===== src/rtl/btu_pkg.sv =====
package btu_pkg;

  localparam int NUM_TMR = 4;

  typedef enum logic [1:0] {
    TMR_TBTT = 2'd0,
    TMR_DMA  = 2'd1,
    TMR_SWBA = 2'd2,
    TMR_ATIM = 2'd3
  } tmr_id_e;

endpackage


===== src/rtl/btu_tsf_counter.sv =====
module btu_tsf_counter #(
  parameter int TSF_W    = 64,
  parameter int TU_W     = 16,
  parameter int TU_SHIFT = 10
) (
  input  logic             clk,
  input  logic             rst_n,
  input  logic             us_tick,
  input  logic             tsf_load,
  input  logic [TSF_W-1:0] tsf_load_val,
  output logic [TSF_W-1:0] tsf,
  output logic [TU_W-1:0]  tu
);

  logic [TSF_W-1:0] tsf_nxt;
  logic             tsf_en;

  always_comb begin
    tsf_en  = tsf_load | us_tick;
    tsf_nxt = tsf_load ? tsf_load_val : tsf + 1'b1;
  end

  always_ff @(posedge clk or negedge rst_n) begin
    if (!rst_n)      tsf <= '0;
    else if (tsf_en) tsf <= tsf_nxt;
  end

  assign tu = tsf[TU_SHIFT +: TU_W];

  // a load wins over a tick
  a_r1_load_wins: assert property (@(posedge clk) disable iff (!rst_n)
    tsf_load |=> tsf == $past(tsf_load_val));
  a_r1_tick_step: assert property (@(posedge clk) disable iff (!rst_n)
    (!tsf_load && us_tick) |=> tsf == $past(tsf) + 1'b1);
  a_r1_idle_hold: assert property (@(posedge clk) disable iff (!rst_n)
    (!tsf_load && !us_tick) |=> $stable(tsf));

endmodule


===== src/rtl/btu_timer_slot.sv =====
module btu_timer_slot #(
  parameter int TU_W = 16,
  parameter int SH   = 0,
  localparam int VW  = TU_W + SH
) (
  input  logic            clk,
  input  logic            rst_n,
  input  logic [TU_W-1:0] tu,
  input  logic            cfg_en,
  input  logic [TU_W-1:0] cfg_tu,
  input  logic [TU_W-1:0] step,
  output logic [VW-1:0]   value,
  output logic            hit
);

  logic [VW-1:0] value_nxt;
  logic          value_en;

  always_comb begin
    hit       = (value[VW-1:SH] == tu);
    value_en  = cfg_en | hit;
    value_nxt = cfg_en ? (VW'(cfg_tu) << SH) : value + (VW'(step) << SH);
  end

  always_ff @(posedge clk or negedge rst_n) begin
    if (!rst_n)        value <= '0;
    else if (value_en) value <= value_nxt;
  end

  // a configuration overrides a re-arm in the same cycle
  a_r6_cfg_overrides: assert property (@(posedge clk) disable iff (!rst_n)
    cfg_en |=> value == $past(VW'(cfg_tu) << SH));
  // a TU match advances the timer by one interval
  a_r4_rearm_step: assert property (@(posedge clk) disable iff (!rst_n)
    (!cfg_en && hit) |=> value == $past(value + (VW'(step) << SH)));
  // no match and no configuration means no change
  a_r5_stale_hold: assert property (@(posedge clk) disable iff (!rst_n)
    (!cfg_en && !hit) |=> $stable(value));

endmodule


===== src/rtl/btu_window_check.sv =====
module btu_window_check #(
  parameter int TU_W = 16
) (
  input  logic [TU_W-1:0] a_tu,
  input  logic [TU_W-1:0] b_tu,
  input  logic [TU_W-1:0] interval,
  input  logic [TU_W-1:0] window,
  output logic            ok
);

  localparam int SW = TU_W + 3;

  logic signed [SW-1:0] ax, bx, ix, wx, wrap, gap;

  always_comb begin
    ax   = $signed({3'b000, a_tu});
    bx   = $signed({3'b000, b_tu});
    ix   = $signed({3'b000, interval});
    wx   = $signed({3'b000, window});
    wrap = $signed({3'b001, {TU_W{1'b0}}});
    gap  = ix - wx;
    ok   = ((bx - ax) == wx)
        || ((ax - bx) == gap)
        || ((ax + wrap - bx) == gap)
        || ((bx + wrap - ax) == wx);
  end

endmodule


===== src/rtl/beacon_timer_unit.sv =====
module beacon_timer_unit
  import btu_pkg::*;
#(
  parameter int TSF_W      = 64,
  parameter int TU_W       = 16,
  parameter int TU_SHIFT   = 10,
  parameter int DMA_SH     = 3,
  parameter int SW_RESP    = 10,
  parameter int DMA_RESP   = 2,
  parameter int LEAD_EXTRA = 3
) (
  input  logic                   clk,
  input  logic                   rst_n,
  input  logic                   us_tick,
  input  logic                   tsf_load,
  input  logic [TSF_W-1:0]       tsf_load_val,
  input  logic                   cfg_wr,
  input  logic [TU_W-1:0]        cfg_next_tu,
  input  logic [TU_W-1:0]        cfg_interval,
  output logic [TSF_W-1:0]       tsf_now,
  output logic [TU_W-1:0]        tu_now,
  output logic [TU_W-1:0]        tbtt_tu,
  output logic [TU_W+DMA_SH-1:0] dma_raw,
  output logic [TU_W-1:0]        swba_tu,
  output logic [TU_W-1:0]        atim_tu,
  output logic [NUM_TMR-1:0]     timer_hit,
  output logic                   cfg_rej,
  output logic                   atim_win_ok,
  output logic                   dma_win_ok,
  output logic                   timers_ok
);

  localparam int LEAD   = SW_RESP + LEAD_EXTRA;
  localparam int VW     = TU_W + DMA_SH;
  localparam int I_TBTT = int'(TMR_TBTT);
  localparam int I_DMA  = int'(TMR_DMA);
  localparam int I_SWBA = int'(TMR_SWBA);
  localparam int I_ATIM = int'(TMR_ATIM);

  logic [NUM_TMR-1:0][TU_W-1:0] cfg_vec;
  logic [NUM_TMR-1:0][TU_W-1:0] tmr_tu;
  logic [VW-1:0]                dma_val;
  logic [TU_W-1:0]              interval_q;
  logic [TU_W-1:0]              cfg_lead;
  logic                         cfg_ok;
  logic                         rej_nxt;

  btu_tsf_counter #(.TSF_W(TSF_W), .TU_W(TU_W), .TU_SHIFT(TU_SHIFT)) u_tsf (
    .clk          (clk),
    .rst_n        (rst_n),
    .us_tick      (us_tick),
    .tsf_load     (tsf_load),
    .tsf_load_val (tsf_load_val),
    .tsf          (tsf_now),
    .tu           (tu_now)
  );

  // configuration acceptance and derived per-timer values
  always_comb begin
    cfg_lead        = cfg_next_tu - tu_now;
    cfg_ok          = cfg_wr && (cfg_lead >= TU_W'(LEAD));
    rej_nxt         = cfg_wr && !cfg_ok;
    cfg_vec[I_TBTT] = cfg_next_tu;
    cfg_vec[I_DMA]  = cfg_next_tu - TU_W'(DMA_RESP);
    cfg_vec[I_SWBA] = cfg_next_tu - TU_W'(SW_RESP);
    cfg_vec[I_ATIM] = cfg_next_tu + TU_W'(1);
  end

  always_ff @(posedge clk or negedge rst_n) begin
    if (!rst_n) begin
      interval_q <= '0;
      cfg_rej    <= 1'b0;
    end else begin
      if (cfg_ok) interval_q <= cfg_interval;
      cfg_rej <= rej_nxt;
    end
  end

  for (genvar gi = 0; gi < NUM_TMR; gi++) begin : g_tmr
    if (gi == I_DMA) begin : g_shifted
      btu_timer_slot #(.TU_W(TU_W), .SH(DMA_SH)) u_slot (
        .clk    (clk),
        .rst_n  (rst_n),
        .tu     (tu_now),
        .cfg_en (cfg_ok),
        .cfg_tu (cfg_vec[gi]),
        .step   (interval_q),
        .value  (dma_val),
        .hit    (timer_hit[gi])
      );
      assign tmr_tu[gi] = dma_val[VW-1:DMA_SH];
    end else begin : g_plain
      btu_timer_slot #(.TU_W(TU_W), .SH(0)) u_slot (
        .clk    (clk),
        .rst_n  (rst_n),
        .tu     (tu_now),
        .cfg_en (cfg_ok),
        .cfg_tu (cfg_vec[gi]),
        .step   (interval_q),
        .value  (tmr_tu[gi]),
        .hit    (timer_hit[gi])
      );
    end
  end

  assign tbtt_tu = tmr_tu[I_TBTT];
  assign dma_raw = dma_val;
  assign swba_tu = tmr_tu[I_SWBA];
  assign atim_tu = tmr_tu[I_ATIM];

  btu_window_check #(.TU_W(TU_W)) u_win_atim (
    .a_tu     (tmr_tu[I_TBTT]),
    .b_tu     (tmr_tu[I_ATIM]),
    .interval (interval_q),
    .window   (TU_W'(1)),
    .ok       (atim_win_ok)
  );

  btu_window_check #(.TU_W(TU_W)) u_win_dma (
    .a_tu     (tmr_tu[I_DMA]),
    .b_tu     (tmr_tu[I_TBTT]),
    .interval (interval_q),
    .window   (TU_W'(DMA_RESP)),
    .ok       (dma_win_ok)
  );

  assign timers_ok = atim_win_ok & dma_win_ok;

  // a rejected write leaves the interval and flags itself
  a_r7_reject_flag: assert property (@(posedge clk) disable iff (!rst_n)
    (cfg_wr && !cfg_ok) |=> cfg_rej && $stable(interval_q));
  // a freshly accepted configuration is always healthy
  a_r3_fresh_healthy: assert property (@(posedge clk) disable iff (!rst_n)
    cfg_ok |=> timers_ok);
  // shifted timer never carries low bits
  a_r3_dma_low_zero: assert property (@(posedge clk) disable iff (!rst_n)
    dma_raw[DMA_SH-1:0] == '0);

endmodule


===== config.mk =====
export PLATFORM = sky130hd
export DESIGN_NAME = beacon_timer_unit
export DESIGN_NICKNAME = d
export VERILOG_FILES = /design/src/rtl/btu_pkg.sv /design/src/rtl/btu_tsf_counter.sv /design/src/rtl/btu_timer_slot.sv /design/src/rtl/btu_window_check.sv /design/src/rtl/beacon_timer_unit.sv
export SDC_FILE = /design/constraint.sdc
export NUM_CORES = 1
export LEC_CHECK = 0
export BUFFER_PORTS_ARGS = -buffer_cell sky130_fd_sc_hd__buf_2
export CAP_MARGIN = 30
export CORE_MARGIN = 4
export CORE_UTILIZATION = 50
export CTS_CLUSTER_DIAMETER = 150
export DETAILED_ROUTE_END_ITERATION = 12
export PLACE_DENSITY = 0.69
export SKIP_LAST_GASP = 1
export SYNTH_ARGS = -nofsm -noshare
export SYNTH_HDL_FRONTEND = slang
export SYNTH_SLANG_ARGS = --single-unit

===== constraint.sdc =====
create_clock -name clk -period 6.15 [get_ports clk]
set_input_delay 1.23 -clock clk [delete_from_list [all_inputs] [get_ports clk]]
set_output_delay 1.23 -clock clk [all_outputs]
set_load 0.005 [all_outputs]

-- Yosys cells after proc, flatten, opt, wreduce, memory -nomap -nowiden
Cells that the tools add are included.
- order comparisons: 1
- $add $sub $neg: 22
- multiplexer cells: 5
- bitwise logic cells: 6
- equal/unequal tests: 12
- reduce and logical (&&, ||, !) cells: 9
- operator list (operator ; number):
    == test 19 bit ; 4
    subtractor 19 x 17 -> 19 bit ; 4
    subtractor 16 x 16 -> 17 bit ; 4
    adder 64 x 1 -> 64 bit, second input constant ; 1
    == test 16 bit ; 4
    two-way mux 64 bit ; 1
    adder 16 x 17 -> 18 bit, second input constant ; 3
    adder 16 bit ; 3
    two-way mux 16 bit ; 3
    == test 19 x 2 -> 1 bit, second input constant ; 2
    == test 19 x 3 -> 1 bit, second input constant ; 2
    adder 19 bit ; 1
    two-way mux 19 bit ; 1
    subtractor 16 x 1 -> 17 bit, second input constant ; 1
    subtractor 16 x 2 -> 17 bit, second input constant ; 1
    adder 16 x 1 -> 16 bit, second input constant ; 1
    greater-or-equal comparator 16 x 4 -> 1 bit, second input constant ; 1
    subtractor 16 bit ; 1
    subtractor 16 x 2 -> 16 bit, second input constant ; 1
    subtractor 16 x 4 -> 16 bit, second input constant ; 1
    logical OR 1 bit ; 6
    OR 1 bit ; 5
    logical AND 1 bit ; 2
    bitwise AND 1 bit ; 1
    zero test 1 bit ; 1
- word-level logic and storage cells: 62
- output and inout bits: 155
- flip-flop bits (word level): 148
- input bits: 101

-- Logic depth before layout (Yosys ltp)
- word-level depth: 6
- gate-level depth with buffers: 23
- depth with buffers taken out: 23

-- Cells and area by module
From an unflattened synthesis, not the netlist that was laid out.
- cell total of the unflattened synthesis: 2414
- area total of the unflattened synthesis: 19402.4 sq um
- modules (own cells, without submodules) (module ; sequential area each (sq um) ; area an instance (sq um) ; times used ; cells an instance):
    btu_window_check ; 0.0 ; 3178.0 ; 2 ; 441
    btu_timer_slot (g_tmr[0].g_plain.u_slot ...) ; 400.4 ; 1680.4 ; 3 ; 196
    btu_tsf_counter ; 1601.5 ; 3870.0 ; 1 ; 438
    beacon_timer_unit ; 425.4 ; 2462.4 ; 1 ; 313
    btu_timer_slot (g_tmr[1].g_shifted.u_slot) ; 400.4 ; 1672.9 ; 1 ; 193

-- Worst setup path before layout
OpenSTA, ideal clock, no wires.
- kind: register to output
- start point: register g_tmr[0].g_plain.u_slot.value[1]
- end point: output timers_ok
- slack: 0.438 ns
- required time: 4.920 ns
- arrival: 4.482 ns
- buffers on the path: 0
- cell stages (with the launch flop): 22
- path through: dfrtp_1 > inv_1 > fa_1 > a21o_1 > a21o_1 > a21oi_1 > o21ai_0 > a211oi_1 > nor2_1 > o21a_1 > o21ai_0 > a211o_1 > ha_1 > o21ai_0 > a21oi_1 > o211ai_1 > nor4_1 > and3_1 > nand4_1 > or4_1 > o41ai_2 > o21a_1
- cells in the longest elaborated chain, start to end: 6
- elaborated cells between the ends (all ways): 24
- those cells by class: add/sub (9); eq/ne (8); bitwise (1); reduce/logical (6)
- ends and longest elaborated chain (item ; line ; RTL):
    start, declared ; btu_timer_slot.sv:12 ; output logic [VW-1:0] value,
    start signal, assigned ; btu_timer_slot.sv:27 ; else if (value_en) value <= value_nxt;
    branches (longest 4 deep; another with subtractor 19 x 17 -> 19 bit) ; - ;
    logical OR 1 bit * ; btu_window_check.sv:25 ; || ((bx + wrap - ax) == wx);
    named net dma_win_ok ; beacon_timer_unit.sv:29 ; output logic dma_win_ok,
    bitwise AND 1 bit * ; beacon_timer_unit.sv:127 ; assign timers_ok = atim_win_ok & dma_win_ok;
    end, declared ; beacon_timer_unit.sv:30 ; output logic timers_ok
Mark *: on every way through the listed nets, which the timed path passes.

-- Worst setup path after layout
- start point: register g_tmr[1].g_shifted.u_slot.value[3]
- end point: output timers_ok
- cells in the longest elaborated chain, start to end: 6
- elaborated cells between the ends (all ways): 13
- those cells by class: add/sub (5); eq/ne (4); bitwise (1); reduce/logical (3)
- ends and longest elaborated chain (item ; line ; RTL):
    start, declared ; btu_timer_slot.sv:12 ;
    start signal, assigned ; btu_timer_slot.sv:27 ;
    adder 16 x 17 -> 18 bit (tied with other cells) ; btu_window_check.sv:24 ; || ((ax + wrap - bx) == gap)
    subtractor 19 x 17 -> 19 bit (tied with other cells) ; btu_window_check.sv:24 ;
    == test 19 bit / logical OR 1 bit (equally long branches) ; btu_window_check.sv:24, btu_window_check.sv:23 ;
    logical OR 1 bit ; btu_window_check.sv:24 ;
    logical OR 1 bit * ; btu_window_check.sv:25 ;
    bitwise AND 1 bit * ; beacon_timer_unit.sv:127 ;
Mark *: on every way between the ends. The rest lies on a longest branch, timed or not.

==> impl_metrics.json <==
{
  "totalWireLength_um": 56400,
  "setup_viol": 0,
  "synth.avg_cell_area_um2": 8.17,
  "seq_area_frac_synth_pct": 22.8,
  "cts_tree": "yes",
  "slowest_delay_ns": 0.44,
  "yosysWarnings": 0,
  "multi_input_area_um2": 11400,
  "cellPowerDensity_nw_per_um2": 253,
  "ant_nets": 0,
  "grt_max_degree": 129,
  "die_h_um": 186,
  "root_buffer": "clkbuf_16",
  "slew_headroom_pct": 30.5,
  "cts_sinks": 145,
  "most-common-layout-cells": "buf_2, xnor2_1, nand2_1",
  "p_int_mw": 2.66,
  "viasPerCell": 5.92,
  "layout-drive-gt1-share_pct": 19.6,
  "row_count": 65,
  "syn_area_um2": 15900,
  "grt_setup_unrepaired": "true",
  "grt_first_pass_wirelength_um": 85600,
  "synth_edf_count": 0,
  "slowest_stage": "or4_4",
  "hp-class": "flop to flop",
  "n_fill_cell": 2867,
  "placed_area_um2": 17500,
  "fmax_mhz": 165,
  "numCtsBuffers": 17,
  "layout_commonest_cell": "buf_2",
  "hold_buffers": 0,
  "initial_utilization_pct": 50.6,
  "leakagePower_nw": 8.15,
  "cp-end-kind": "output pin",
  "num_vias": 15200,
  "pin_count": 256,
  "route.detailed.drc": 0,
  "power_frac_comb_pct": 48.2,
  "place.gp.congestion": 0.966,
  "crit_type": "flop to output pin",
  "nNetsFinal": 2403,
  "dp_slack_ns": 0.0284,
  "grt-ovfl-total": 0,
  "area_growth_pct": 14.3,
  "grt_antenna_before_repair": 0,
  "n_antenna_cell": 0,
  "ir_drop_mv": 0.209,
  "finalCritPeriodShare_pct": 98.7,
  "swShare_pct": 42.4,
  "hold-worst-slack_ns": 0.575,
  "io_buffers": 252,
  "regArea_um2": 3630,
  "p_clk_share_pct": 24.5,
  "fin_area_um2": 18200,
  "maxCapViolCount": 0,
  "ys.flop_type": "dfrtp_1",
  "clk_pin_slew_worst_paths_ns": 0.07,
  "crit_path_cell_trace": "inv_2 > ha_1 > inv_1 > fa_2 > a21o_1 > a21o_1 > a21oi_2 > o21ai_2 > a211oi_2 > nor2_1 > o21a_1 > o21ai_1 > a211o_1 > ha_1 > o21ai_0 > a21oi_1 > o211ai_1 > nor4_1 > and3_1 > nand4_1 > or4_4 > o41ai_4 > o21a_1 > buf_2",
  "gr-usage-all-layers_pct": 31.2,
  "path_max_fanout": 2,
  "htree_levels": 4,
  "critPathRequiredTime_ns": 4.92,
  "status": "finished clean",
  "p_sw_mw": 1.95,
  "cts_buffer_depth": 2,
  "die-area_um2": 34800,
  "slew_violations": 0,
  "synth_cells": 1950,
  "hold_viol_final": 0,
  "layout_setup_ws_ns": 0.0808,
  "seq_power_share_pct": 27.3,
  "tightest_slew_ns": 1.04,
  "dpl.hpwl_um": 45500,
  "async_reset_ff_share_pct": 100,
  "period_needed_ns": 6.07,
  "drtPass1Iterations": 5,
  "drtIter0Drc": 1105,
  "die_x_um": 186,
  "wl_per_cell_um": 22.0,
  "power.total_mw": 4.61,
  "synth-seq-cells": 145,
  "insertion_delay_ns": 0.45,
  "critPathLaunchType": "flop",
  "skew_ns": 0.00866,
  "synth_cell_types": 76,
  "first_global_vias": 15300,
  "coreArea_um2": 31500,
  "crit_arrival_ns": 4.84
}
-- layer usage --
layer / share of wire (%) / up-vias / wire (um) / GRT usage [%]
li1: - / 7164 / - / -
met4: 4.5 / 0 / 2550 / 13.5
met2: 48 / 590 / 26900 / 53.4
met3: 5.7 / 104 / 3220 / 4.99
met1: 42 / 7303 / 23700 / 39.2
met5: 0 / - / 0 / 0
-- layout make-up --
class,count,area share (%)
Clock buffer,18,2.41
Multi-Input combinational cell,1584,62.8
Clock inverter,13,0.976
Sequential cell,145,19.9
Tap cell,402,2.76
Inverter,106,2.23
Timing Repair Buffer,294,8.83
-- cells in the mapped netlist (24+ instances only) --
| library cell | n | area [um2] |
|---|---|---|
| xnor2_1 | 220 | 1930 |
| nand2_1 | 187 | 702 |
| ha_1 | 146 | 1830 |
| dfrtp_1 | 145 | 3630 |
| nor2_1 | 125 | 469 |
| o21ai_0 | 119 | 596 |
| a21oi_1 | 106 | 531 |
| inv_1 | 102 | 383 |
| xor2_1 | 87 | 762 |
| mux2i_1 | 69 | 691 |
| clkbuf_1 | 66 | 248 |
| nand3_1 | 53 | 265 |
| nor3_1 | 47 | 235 |
| a21o_1 | 44 | 330 |
| nand4_1 | 43 | 269 |
| mux2_2 | 38 | 428 |
| buf_4 | 27 | 203 |
| nand2b_1 | 25 | 156 |
| a31oi_1 | 24 | 150 |
-- cells by family (layout without fill, tap and decap cells) --
| logic type | Yosys count | in the layout | share of synthesized area [%] |
|---|---|---|---|
| flip-flops | 145 | 145 | 22.8 |
| AND/OR/NAND/NOR | 610 | 610 | 19.0 |
| XOR/XNOR | 307 | 307 | 16.9 |
| AO/OA/AOI/OAI | 403 | 403 | 15.7 |
| adder cells (fa/ha/maj) | 154 | 154 | 12.5 |
| other | 1 | 3 | 0.0236 |
| multiplexers | 107 | 107 | 7.02 |
| buffers and inverters | 223 | 431 | 6.18 |
-- path summary, 6_finish.rpt --
check / from / to / slack [ns] / cells after the start
worst max-delay path: g_tmr[1].g_shifted.u_slot.value[3] / timers_ok / 0.08 / 24
worst min-delay path: u_tsf.tsf[63] / u_tsf.tsf[63] / 0.57 / 2
worst max register to register: u_tsf.tsf[14] / interval_q[10] / 1.48 / 13
worst min register to register: u_tsf.tsf[63] / u_tsf.tsf[63] / 0.57 / 2
max in group asynchronous: rst_n / g_tmr[0].g_plain.u_slot.value[2] / 4.31 / 2
min in group asynchronous: rst_n / interval_q[12] / 0.65 / 1
-- metrics by stage --
stage	std cells	setup TNS (ns)	util, %
finish	2562	0	57.8
global route	2562	-0.378	57.8
CTS	2560	0	57.7
detailed placement	2528	0	55.5
global placement	2527	0	55.5
floorplan	1952	0	-
-- state kept, by name (all words and copies together), names as in the netlist --
| register | cells |
|---|---|
| interval_q | 16 |
| u_tsf.tsf | 64 |
| cfg_rej | 1 |
| g_tmr.g_shifted.u_slot.value | 16 |
| g_tmr.g_plain.u_slot.value | 48 |
-- power groups by stage --
stage          logic, mW  registers [mW]  clock network, mW
2_1_floorplan       1.52            1.19                  0
3_3_place_gp        2.13            1.26                  0
3_5_place_dp        2.15            1.27                  0
4_1_cts             2.19            1.25               1.14
5_1_grt             2.40            1.27               1.18
6_report            2.22            1.26               1.13
-- critical path: cells and delay by family, from the launching register on --
family | cells | cell delay (ns)
buffers and inverters | 3 | 0.23
DFF | 1 | 0.39
and+or+nand+nor | 5 | 0.98
adders and majority gates | 3 | 0.63
AOI/OAI and AO/OA | 13 | 2.16
-- timing repair --
action,in CTS,in global routing
buffers inserted,1,2
setup endpoints to repair,3,3
pin swaps,13,3
gates resized for setup,18,7
(Power assumes the default switching activity.)
